$ cat src/rtl/edge_irq_pkg.sv
package edge_irq_pkg;

   localparam int BUS_W = 8;

   // fixed register addresses
   localparam int ADDR_ID     = 'h00;
   localparam int ADDR_CLEAR  = 'h01;
   localparam int ADDR_STATUS = 'h02;
   localparam int ADDR_CTRL   = 'h03;

   // offsets inside a port window
   localparam int OFS_RISE = 2;
   localparam int OFS_FALL = 3;

   // clear strobe bits
   localparam int CLR_EDGE_BIT = 3;
   localparam int CLR_OVF_BIT  = 2;

   typedef struct packed {
      logic fall_en;    // bit 4
      logic rise_en;    // bit 3
      logic master_en;  // bit 2
      logic ovf_ie;     // bit 1
      logic edge_ie;    // bit 0
   } ctl_t;

   localparam int CTL_W = $bits(ctl_t);

endpackage

$ cat src/rtl/edge_sync_det.sv
module edge_sync_det #(
   parameter int WIDTH  = 32,
   parameter int STAGES = 2
) (
   input  logic             clk,
   input  logic             rst_n,
   input  logic [WIDTH-1:0] raw_in,
   output logic [WIDTH-1:0] went_high,
   output logic [WIDTH-1:0] went_low
);

   if (STAGES < 2) begin : g_bad_stages
      $error("edge_sync_det: STAGES must be at least 2");
   end

   logic [WIDTH-1:0] stg_q [STAGES];
   logic [WIDTH-1:0] prev_q;

   always_ff @(posedge clk or negedge rst_n) begin
      if (!rst_n) begin
         for (int i = 0; i < STAGES; i++) stg_q[i] <= '0;
         prev_q <= '0;
      end else begin
         stg_q[0] <= raw_in;
         for (int i = 1; i < STAGES; i++) stg_q[i] <= stg_q[i-1];
         prev_q <= stg_q[STAGES-1];
      end
   end

   assign went_high = stg_q[STAGES-1] & ~prev_q;
   assign went_low  = ~stg_q[STAGES-1] & prev_q;

endmodule

$ cat src/rtl/edge_port_qual.sv
module edge_port_qual #(
   parameter int PORT_W = 8
) (
   input  logic [PORT_W-1:0] went_high,
   input  logic [PORT_W-1:0] went_low,
   input  logic [PORT_W-1:0] rise_mask,
   input  logic [PORT_W-1:0] fall_mask,
   input  logic              rise_en,
   input  logic              fall_en,
   output logic              port_hit
);

   logic rise_any;
   logic fall_any;

   assign rise_any = |(went_high & rise_mask);
   assign fall_any = |(went_low & fall_mask);
   assign port_hit = (rise_any & rise_en) | (fall_any & fall_en);

endmodule

$ cat src/rtl/edge_irq_regs.sv
module edge_irq_regs
   import edge_irq_pkg::*;
#(
   parameter int              NUM_PORTS   = 4,
   parameter int              PORT_W      = 8,
   parameter int              ADDR_W      = 8,
   parameter int              PORT_BASE   = 'h40,
   parameter int              PORT_STRIDE = 'h10,
   parameter logic [BUS_W-1:0] ID_VALUE   = 8'h5C
) (
   input  logic                             clk,
   input  logic                             rst_n,
   input  logic [ADDR_W-1:0]                bus_addr,
   input  logic                             bus_wr,
   input  logic [BUS_W-1:0]                 bus_wdata,
   output logic [BUS_W-1:0]                 bus_rdata,
   input  logic                             any_hit,
   output logic [NUM_PORTS-1:0][PORT_W-1:0] rise_mask,
   output logic [NUM_PORTS-1:0][PORT_W-1:0] fall_mask,
   output ctl_t                             ctl,
   output logic                             edge_flag,
   output logic                             ovf_flag,
   output logic                             irq
);

   localparam logic [ADDR_W-1:0] A_ID     = ADDR_W'(ADDR_ID);
   localparam logic [ADDR_W-1:0] A_CLEAR  = ADDR_W'(ADDR_CLEAR);
   localparam logic [ADDR_W-1:0] A_STATUS = ADDR_W'(ADDR_STATUS);
   localparam logic [ADDR_W-1:0] A_CTRL   = ADDR_W'(ADDR_CTRL);

   logic [BUS_W-1:0] port_rd [NUM_PORTS];

   // per-port mask registers
   for (genvar p = 0; p < NUM_PORTS; p++) begin : g_port
      localparam logic [ADDR_W-1:0] A_RISE = ADDR_W'(PORT_BASE + p*PORT_STRIDE + OFS_RISE);
      localparam logic [ADDR_W-1:0] A_FALL = ADDR_W'(PORT_BASE + p*PORT_STRIDE + OFS_FALL);

      logic [PORT_W-1:0] rise_q;
      logic [PORT_W-1:0] fall_q;

      always_ff @(posedge clk or negedge rst_n) begin
         if (!rst_n) begin
            rise_q <= '0;
            fall_q <= '0;
         end else if (bus_wr) begin
            if (bus_addr == A_RISE) rise_q <= bus_wdata[PORT_W-1:0];
            if (bus_addr == A_FALL) fall_q <= bus_wdata[PORT_W-1:0];
         end
      end

      assign rise_mask[p] = rise_q;
      assign fall_mask[p] = fall_q;

      always_comb begin
         port_rd[p] = '0;
         if (bus_addr == A_RISE) port_rd[p] = BUS_W'(rise_q);
         if (bus_addr == A_FALL) port_rd[p] = BUS_W'(fall_q);
      end
   end

   // control register
   always_ff @(posedge clk or negedge rst_n) begin
      if (!rst_n)                          ctl <= '0;
      else if (bus_wr && bus_addr == A_CTRL) ctl <= ctl_t'(bus_wdata[CTL_W-1:0]);
   end

   // flags: a new event wins over a clear in the same cycle
   logic clr_wr;
   logic clr_edge;
   logic clr_ovf;

   assign clr_wr   = bus_wr && (bus_addr == A_CLEAR);
   assign clr_edge = clr_wr & bus_wdata[CLR_EDGE_BIT];
   assign clr_ovf  = clr_wr & bus_wdata[CLR_OVF_BIT];

   always_ff @(posedge clk or negedge rst_n) begin
      if (!rst_n) begin
         edge_flag <= 1'b0;
         ovf_flag  <= 1'b0;
      end else begin
         edge_flag <= any_hit | (edge_flag & ~clr_edge);
         ovf_flag  <= (any_hit & edge_flag) | (ovf_flag & ~clr_ovf);
      end
   end

   assign irq = ctl.master_en & ((edge_flag & ctl.edge_ie) | (ovf_flag & ctl.ovf_ie));

   // read mux
   always_comb begin
      bus_rdata = '0;
      case (bus_addr)
         A_ID:     bus_rdata = ID_VALUE;
         A_STATUS: bus_rdata = {{(BUS_W-3){1'b0}}, irq, ovf_flag, edge_flag};
         A_CTRL:   bus_rdata = BUS_W'(ctl);
         default: begin
            for (int p = 0; p < NUM_PORTS; p++) bus_rdata = bus_rdata | port_rd[p];
         end
      endcase
   end

endmodule

$ cat src/rtl/edge_irq_ctrl.sv
module edge_irq_ctrl
   import edge_irq_pkg::*;
#(
   parameter int               NUM_PORTS   = 4,
   parameter int               PORT_W      = 8,
   parameter int               SYNC_STAGES = 2,
   parameter int               ADDR_W      = 8,
   parameter int               PORT_BASE   = 'h40,
   parameter int               PORT_STRIDE = 'h10,
   parameter logic [BUS_W-1:0] ID_VALUE    = 8'h5C,
   localparam int              LINES       = NUM_PORTS * PORT_W
) (
   input  logic              clk,
   input  logic              rst_n,
   input  logic [LINES-1:0]  lines_in,
   input  logic [ADDR_W-1:0] bus_addr,
   input  logic              bus_wr,
   input  logic [BUS_W-1:0]  bus_wdata,
   output logic [BUS_W-1:0]  bus_rdata,
   output logic              irq
);

   if (NUM_PORTS < 1) begin : g_bad_ports
      $error("edge_irq_ctrl: NUM_PORTS must be at least 1");
   end
   if (PORT_W < 1 || PORT_W > BUS_W) begin : g_bad_width
      $error("edge_irq_ctrl: PORT_W must be 1..BUS_W");
   end
   if (PORT_STRIDE < 4 || PORT_BASE < 4) begin : g_bad_stride
      $error("edge_irq_ctrl: port windows overlap fixed registers");
   end
   if (PORT_BASE + NUM_PORTS*PORT_STRIDE > (1 << ADDR_W)) begin : g_bad_span
      $error("edge_irq_ctrl: port windows exceed address space");
   end

   logic [LINES-1:0]                 went_high;
   logic [LINES-1:0]                 went_low;
   logic [NUM_PORTS-1:0][PORT_W-1:0] rise_mask;
   logic [NUM_PORTS-1:0][PORT_W-1:0] fall_mask;
   logic [NUM_PORTS-1:0]             port_hit;
   logic                             any_hit;
   ctl_t                             ctl_q;
   logic                             edge_flag;
   logic                             ovf_flag;

   edge_sync_det #(
      .WIDTH (LINES),
      .STAGES(SYNC_STAGES)
   ) u_sync (
      .clk      (clk),
      .rst_n    (rst_n),
      .raw_in   (lines_in),
      .went_high(went_high),
      .went_low (went_low)
   );

   for (genvar p = 0; p < NUM_PORTS; p++) begin : g_qual
      edge_port_qual #(
         .PORT_W(PORT_W)
      ) u_qual (
         .went_high(went_high[p*PORT_W +: PORT_W]),
         .went_low (went_low[p*PORT_W +: PORT_W]),
         .rise_mask(rise_mask[p]),
         .fall_mask(fall_mask[p]),
         .rise_en  (ctl_q.rise_en),
         .fall_en  (ctl_q.fall_en),
         .port_hit (port_hit[p])
      );
   end

   assign any_hit = |port_hit;

   edge_irq_regs #(
      .NUM_PORTS  (NUM_PORTS),
      .PORT_W     (PORT_W),
      .ADDR_W     (ADDR_W),
      .PORT_BASE  (PORT_BASE),
      .PORT_STRIDE(PORT_STRIDE),
      .ID_VALUE   (ID_VALUE)
   ) u_regs (
      .clk      (clk),
      .rst_n    (rst_n),
      .bus_addr (bus_addr),
      .bus_wr   (bus_wr),
      .bus_wdata(bus_wdata),
      .bus_rdata(bus_rdata),
      .any_hit  (any_hit),
      .rise_mask(rise_mask),
      .fall_mask(fall_mask),
      .ctl      (ctl_q),
      .edge_flag(edge_flag),
      .ovf_flag (ovf_flag),
      .irq      (irq)
   );

endmodule

$ cat config.mk
export PLATFORM = sky130hd
export DESIGN_NAME = edge_irq_ctrl
export DESIGN_NICKNAME = d
export VERILOG_FILES = /design/src/rtl/edge_irq_pkg.sv /design/src/rtl/edge_sync_det.sv /design/src/rtl/edge_port_qual.sv /design/src/rtl/edge_irq_regs.sv /design/src/rtl/edge_irq_ctrl.sv
export SDC_FILE = /design/constraint.sdc
export NUM_CORES = 1
export LEC_CHECK = 0
export BUFFER_PORTS_ARGS = -buffer_cell sky130_fd_sc_hd__buf_2
export CAP_MARGIN = 20
export CORE_UTILIZATION = 63
export DETAILED_ROUTE_END_ITERATION = 8
export HOLD_SLACK_MARGIN = 0.05
export PLACE_DENSITY_LB_ADDON = 0.12
export SYNTH_ARGS = -nofsm -noshare
export SYNTH_HDL_FRONTEND = slang
export SYNTH_SLANG_ARGS = --single-unit
$ cat constraint.sdc
create_clock -name clk -period 3.35 [get_ports clk]
set_input_delay 0.1675 -clock clk [delete_from_list [all_inputs] [get_ports clk]]
set_output_delay 0.1675 -clock clk [all_outputs]
set_load 0.02 [all_outputs]
==> impl_results.md, run 1 <==
* Status: completed
* Clk pwr share at 0.465
* Port Buffer Count at 59
* Die Area at about 11,000 µm²
* Pins Over Slew Limit at 0
* Worst Path Required at 3.18 ns
* Clock buffer depth at 2
* Data arrival, critical path at 1.91 ns
* Worst Skew at around 0.011 ns
* Setup TNS at 0 ns
* Initial DRC Count at around 430
* PD cells at roughly 580 nW/µm²
* Pint at ~3600 µW
* Post-synth EDFFs at 0
* IO Count at 60
* Floorplan die height at ~100 µm
* Syn_area_per_cell at between 10 and 15 µm²
* Worst-path clk slew at ~0.060 ns
* WL final at between 15,000 and 20,000 µm
* Switching Share at 0.214
* TritonCTS Buffers at 17
* Startpoint class of the critical path: flip-flop
* DR pass1 iterations at 5
* FP Rows at 36
* Largest net degree at the start of global routing at just under 100
* Headroom to the max-slew limit at 0.433
* Overflow after GRT at 0
* Total track usage at 0.314
* Clock Sinks at between 150 and 200
* Post-Synthesis Cell Area at 6520 µm²
* ANT cells at 0
* Vias per cell at around 6.1
* Initial Util at 0.658
* Detailed Place HPWL at approximately 10000 µm
* Sequential share of power at 0.476
* Net total in the final layout at around 630
* Post-synth cell types at 41
* Synth Area in Compound Gates at 0.0646
* Endpoint type of the worst setup path: output pin
* Synth warn at 0
* Vias in the first global route at approximately 4,700
* Initial antenna violation count at 0
* Post-synthesis adder-cell area fraction at 0
* Post_cts resized at 0
* FFs w/ async S/R, synth at 1.00
* CTS tree: built
* First-pass GRT wire length at about 25,000 µm
* Mux contribution to synthesized area at 0.157
* Worst-Skew Late Latency at between 0.5 and 0.6 ns
* Mapped Cells at roughly 480
* Register bit total from synthesis at ~170
* Die span in x at 104 µm
* Avg WL per Cell at roughly 21 µm
* Tcrit/Tclk final at 0.621
* Maxcap violations at 0
* Post-Synth XOR/XNOR Area at 0
* Layout cells sized above 1 at 0.295
* Core box area at between 9000 and 10,000 µm²
* Main combinational cell family by area after synthesis: multiplexers
* Clk root buf: clkbuf_8
* Final setup violating endpoints at 0
* Post-CTS setup buffer count at 0
* Simple-Gate Fraction of Synth Area at 0.119
* Post-route ant nets at 0
* WHS at approximately 0.092 ns
* Combinational power share at 0.059
* Ys flop type: dfrtp_1
* H-tree depth at 4
* Slew @ Worst Pin at 0.851 ns
* CTS Hold Bufs at 38
* Area grow syn2layout at 22.2%
* GPL Wtd Cong at 0.898
* Via Count at 4,448
* Static Leak at ~0.0038 µW
* RSZ-0062 raised after global routing: false
* Most common cell after layout, fill and taps aside: dfrtp_1
* Most frequent cells in the layout: dfrtp_1, mux2_2, nand2_1, buf_2, dlygate4sd3_1
* Worst vdd ir at around 0.68 mV
* Final worst path period need at 2.08 ns
* Synthesized Nets at between 500 and 600
* Setup Crit Path Kind: flip-flop to output pin
* DRC at 0
* Critical path peak fanout at 3
* Fmax at ~480 MHz
* Final hold viol count at 0
* Fillers at about 560
* Sequential fraction of the synthesis area at 0.641
* P_sw at about 1000 µW
* HP Class: input pin to flip-flop
==> kinds of logic (layout without fill, tap and decap cells) <==
| logic type | after synthesis | after routing |
|---|---|---|
| buf+inv | 23 | 141 |
| compound gates | 68 | 68 |
| simple gates | 127 | 127 |
| mux | 93 | 93 |
| flops | 167 | 167 |
==> registers in the layout, summed over array words and instances, names as in the netlist <==
register,cells
u_regs.edge_flag,1
u_regs.g_port.fall_q,32
u_regs.ctl,5
u_sync.stg_q,64
u_regs.g_port.rise_q,32
u_sync.prev_q,32
u_regs.ovf_flag,1
==> through the flow <==
stage                     total power [µW]  instances  worst slack, ns  utilization  cell area (µm²)
after floorplan                       2320        478             1.71            -             6520
after global placement                2440        659             1.23        0.700             6930
after detailed placement              2460        659             1.16        0.700             6930
after CTS                             4630        729             1.28        0.804             7970
after global routing                  4760        729             1.15        0.804             7970
final                                 4610        729             1.27        0.804             7970
==> final cells by class <==
class	count	area [µm²]	area share
tap	133	166	0.0209
multi-input combinational	288	2230	0.279
clock inverter	12	223	0.0279
timing repair buffer	101	712	0.0893
inverter	8	30.0	0.00377
sequential	167	4180	0.524
clock buffer	20	435	0.0546
==> synthesized netlist by cell type, types with 7 or more instances <==
cell / count / area [µm²]
dfrtp_1: 167 / 4180
mux2i_1: 22 / 220
o22ai_1: 13 / 81.3
nor2_1: 10 / 37.5
and3b_1: 7 / 61.3
inv_1: 8 / 30.0
mux2_2: 69 / 777
a31oi_1: 8 / 50.1
o21ai_0: 22 / 110
nand3_1: 8 / 40.0
a22oi_1: 7 / 52.6
nand3b_1: 18 / 135
nand2_1: 58 / 218
==> routing by layer <==
layer | track usage | routed length [µm] | share of wire
met3 | 0.0673 | 988 | 0.065
met4 | 0.134 | 373 | 0.024
met2 | 0.507 | 7720 | 0.50
met1 | 0.416 | 6230 | 0.41
met5 | 0 | 0 | 0
==> final timing paths <==
| path | slack, ns | endpoint | startpoint | cells after the start |
|---|---|---|---|---|
| worst max-delay path | 1.27 | bus_rdata[0] | u_regs.g_port[1].fall_q[0] | 5 |
| worst min-delay path | 0.09 | u_regs.ctl[0] | bus_wdata[0] | 2 |
| worst max register to register | 1.41 | u_regs.ovf_flag | u_regs.g_port[3].rise_q[7] | 6 |
| worst min register to register | 0.35 | u_sync.stg_q[3] | u_sync.stg_q[35] | 0 |
| max in group asynchronous | 2.19 | u_regs.g_port[2].rise_q[7] | rst_n | 3 |
| min in group asynchronous | 0.27 | u_sync.stg_q[41] | rst_n | 2 |
==> power groups by stage <==
stage / registers (µW) / clock network [µW] / logic, µW
2_1_floorplan: 2200 / 0 / 120
3_3_place_gp: 2220 / 0 / 225
3_5_place_dp: 2220 / 0 / 233
4_1_cts: 2190 / 2170 / 269
5_1_grt: 2200 / 2260 / 296
6_report: 2190 / 2140 / 272
==> critical path: stages (launching register included) <==
cell and delay, ns:
dfrtp_1 0.42, mux2i_1 0.19, o21ai_0 0.11, a22oi_1 0.30, o221ai_1 0.18, buf_2 0.19
Note: power is estimated with default switching activity, not from simulation.
==> run 2, diff against run 1 <==
--- a/config.mk
+++ b/config.mk
@@ -5,9 +5,10 @@
 export SDC_FILE = /design/constraint.sdc
 export NUM_CORES = 1
 export LEC_CHECK = 0
+export ABC_AREA = 1
 export BUFFER_PORTS_ARGS = -buffer_cell sky130_fd_sc_hd__buf_2
 export CAP_MARGIN = 20
-export CORE_UTILIZATION = 63
+export CORE_UTILIZATION = 53
 export DETAILED_ROUTE_END_ITERATION = 8
 export HOLD_SLACK_MARGIN = 0.05
 export PLACE_DENSITY_LB_ADDON = 0.12
==> constraint.sdc (replaced) <==
create_clock -name clk -period 1.9 [get_ports clk]
set_input_delay 0.095 -clock clk [delete_from_list [all_inputs] [get_ports clk]]
set_output_delay 0.095 -clock clk [all_outputs]
set_load 0.02 [all_outputs]
==> impl_results.md, run 2 <==
* Status: completed
* WHS at 0.0665 ns
* Final setup violating endpoints at 0
* Worst Path Required at about 1.8 ns
* Post-CTS setup buffer count at 0
* Clk root buf: clkbuf_16
* Setup TNS at 0 ns
* Slew @ Worst Pin at between 0.5 and 0.6 ns
* Fillers at between 1,000 and 1,500
* Initial DRC Count at about 420
* Most common cell after layout, fill and taps aside: dfrtp_1
* Final worst path period need at ~1.8 ns
* Synth area leader: dfrtp_1
* Via Count at slightly below 5,000
* Headroom to the max-slew limit at 0.613
* GPL Wtd Cong at 0.909
* Mapped Cells at between 600 and 700
* Floorplan die height at between 100 and 150 µm
* Worst vdd ir at 0.917 mV
* Data arrival, critical path at 1.70 ns
* Top delay family on crit path: simple AND/OR/NAND/NOR gates
* Share of the synthesized area in the top cell type at 0.614
* Maxcap violations at 0
* HP Class: input pin to flip-flop
* RSZ-0062 raised after global routing: false
* Port Buffer Count at 59
* PD cells at a little under 1000 nW/µm²
* Worst Skew at approximately 0.005 ns
* Design Area, Final at just over 8000 µm²
* Synth top area cells: dfrtp_1, nand2_1, inv_1
* Endpoint type of the worst setup path: output pin
* Register bit total from synthesis at roughly 170
* Worst-path clk slew at approximately 0.060 ns
* Post-synth EDFFs at 0
* Largest net degree at the start of global routing at 74
* Register area at roughly 4200 µm²
* Ys flop type: dfrtp_1
* Post-route ant nets at 0
* CP max stage cell: dfrtp_1
* Clock Sinks at 167
* Synth warn at 0
* DRC at 0
* Post-Synthesis Cell Area at 6810 µm²
* Pins Over Slew Limit at 0
* Net total in the final layout at approximately 840
* Area grow syn2layout at 21.1%
* Crit path cell chain: nand2_1 > a21boi_1 > nand2_1 > nand2_1 > nor2_1 > nand4_1 > buf_2
* Clock buffer depth at 2
* FP Rows at between 40 and 50
* TritonCTS Buffers at 17
* Leading cell type by number of instances after synthesis: dfrtp_1
* Total track usage at 0.271
* CP bufs+invs at 1
* Core box area at ~13,000 µm²
* Avg WL per Cell at between 15 and 20 µm
* Largest register by flop count: u_sync.stg_q
* Layout cells sized above 1 at 0.168
* Final hold viol count at 0
* Die Area at 13,300 µm²
* DR pass1 iterations at 6
* CTS tree: built
* Most frequent cells in the layout: dfrtp_1, nand2_1, inv_1, buf_2, o21ai_0
* Max reg flops at between 60 and 70
* Syn_area_per_cell at roughly 10 µm²
* Sequential fraction of the synthesis area at 0.614
* Vias per cell at between 5 and 6
* Most frequent CP cell: nand2_1
* Post-synth cell types at 32
* Dpl cell area at between 7000 and 8000 µm²
* Static Leak at about 0.0043 µW
* Multi-input gate area at 2120 µm²
* Synthesized Nets at 731
* Initial Util at 0.542
* ANT cells at 0
* Fmax at roughly 560 MHz
* FFs w/ async S/R, synth at 1.00
* Detailed Place HPWL at between 10,000 and 15,000 µm
* Startpoint class of the critical path: flip-flop
* H-tree depth at 4
* Worst-Skew Late Latency at ~0.43 ns
* Post-synth top cells: dfrtp_1, nand2_1, inv_1, o21ai_0, nor2_1
* Tcrit/Tclk final at 0.945
* First-pass GRT wire length at roughly 26,000 µm
* Initial antenna violation count at 0
* Die span in x at approximately 120 µm
* Finished Core Util at 0.656
* Setup Crit Path Kind: flip-flop to output pin
* Vias in the first global route at between 5,000 and 6,000
* Overflow after GRT at 0
* IO Count at 60
* WL final at 16,200 µm
* Biggest cell delay along the critical path at between 0.4 and 0.5 ns
* Critical path peak fanout at 4
==> run 2: worst paths after layout <==
| kind | from | end | slack, ns | cells past startpoint |
|---|---|---|---|---|
| max | u_regs.edge_flag | bus_rdata[2] | 0.10 | 7 |
| min | bus_addr[2] | u_regs.ovf_flag | 0.07 | 5 |
| max reg2reg | u_regs.g_port[2].fall_q[7] | u_regs.ovf_flag | 0.44 | 12 |
| min reg2reg | u_sync.stg_q[53] | u_sync.stg_q[21] | 0.35 | 0 |
| max in group asynchronous | rst_n | u_sync.stg_q[28] | 1.11 | 3 |
| min in group asynchronous | rst_n | u_sync.stg_q[42] | 0.12 | 2 |
==> run 2: cell type report <==
cell class / instances / area share
well taps: 172 / 0.0261
clock buffers: 19 / 0.0537
clock inverters: 13 / 0.0173
repair buffers: 103 / 0.0921
flip-flops and latches: 167 / 0.507
multi-input cells: 395 / 0.257
inverters: 102 / 0.0473
==> run 2: power by group <==
part	internal (µW)	total [µW]	switching [µW]	leakage, µW
sequential	3770	3900	131	0.00184
clock	1980	3420	1440	0.000285
combinational	234	604	370	0.00213
==> run 2: tightest hold or removal path: stages <==
cell and delay, ns:
buf_2 0.08, nor2_2 0.05, nand3_1 0.09, o21ai_0 0.08
nand2_1 0.06
==> run 2: logic make-up after synthesis <==
logic type,count (synthesis),share of synthesized area
simple gates,289,0.220
flops,167,0.614
buf+inv,118,0.0753
compound gates,102,0.0827
mux,4,0.00827
==> run 2: repair_timing <==
item,4_1_cts,5_1_grt
setup endpoints to repair,0,1
endpoints found under the hold margin,242,0
resized for setup,0,1
hold buffers,41,0
==> run 2: per-stage QoR <==
step / power (µW) / setup slack (ns) / cells
2_1_floorplan: 4210 / 0.439 / 680
3_3_place_gp: 4490 / 0.295 / 898
3_5_place_dp: 4510 / 0.295 / 898
4_1_cts: 7990 / 0.0911 / 971
5_1_grt: 8240 / 0.0596 / 971
6_report: 7930 / 0.104 / 971
==> run 2: metal layers <==
metal / global-route usage / up-vias / wire length, µm
met2: 0.424 / 139 / 7650
met5: 0 / - / 0
li1: - / 2373 / -
met1: 0.357 / 2388 / 7270
met3: 0.0833 / 30 / 854
met4: 0.100 / 0 / 384
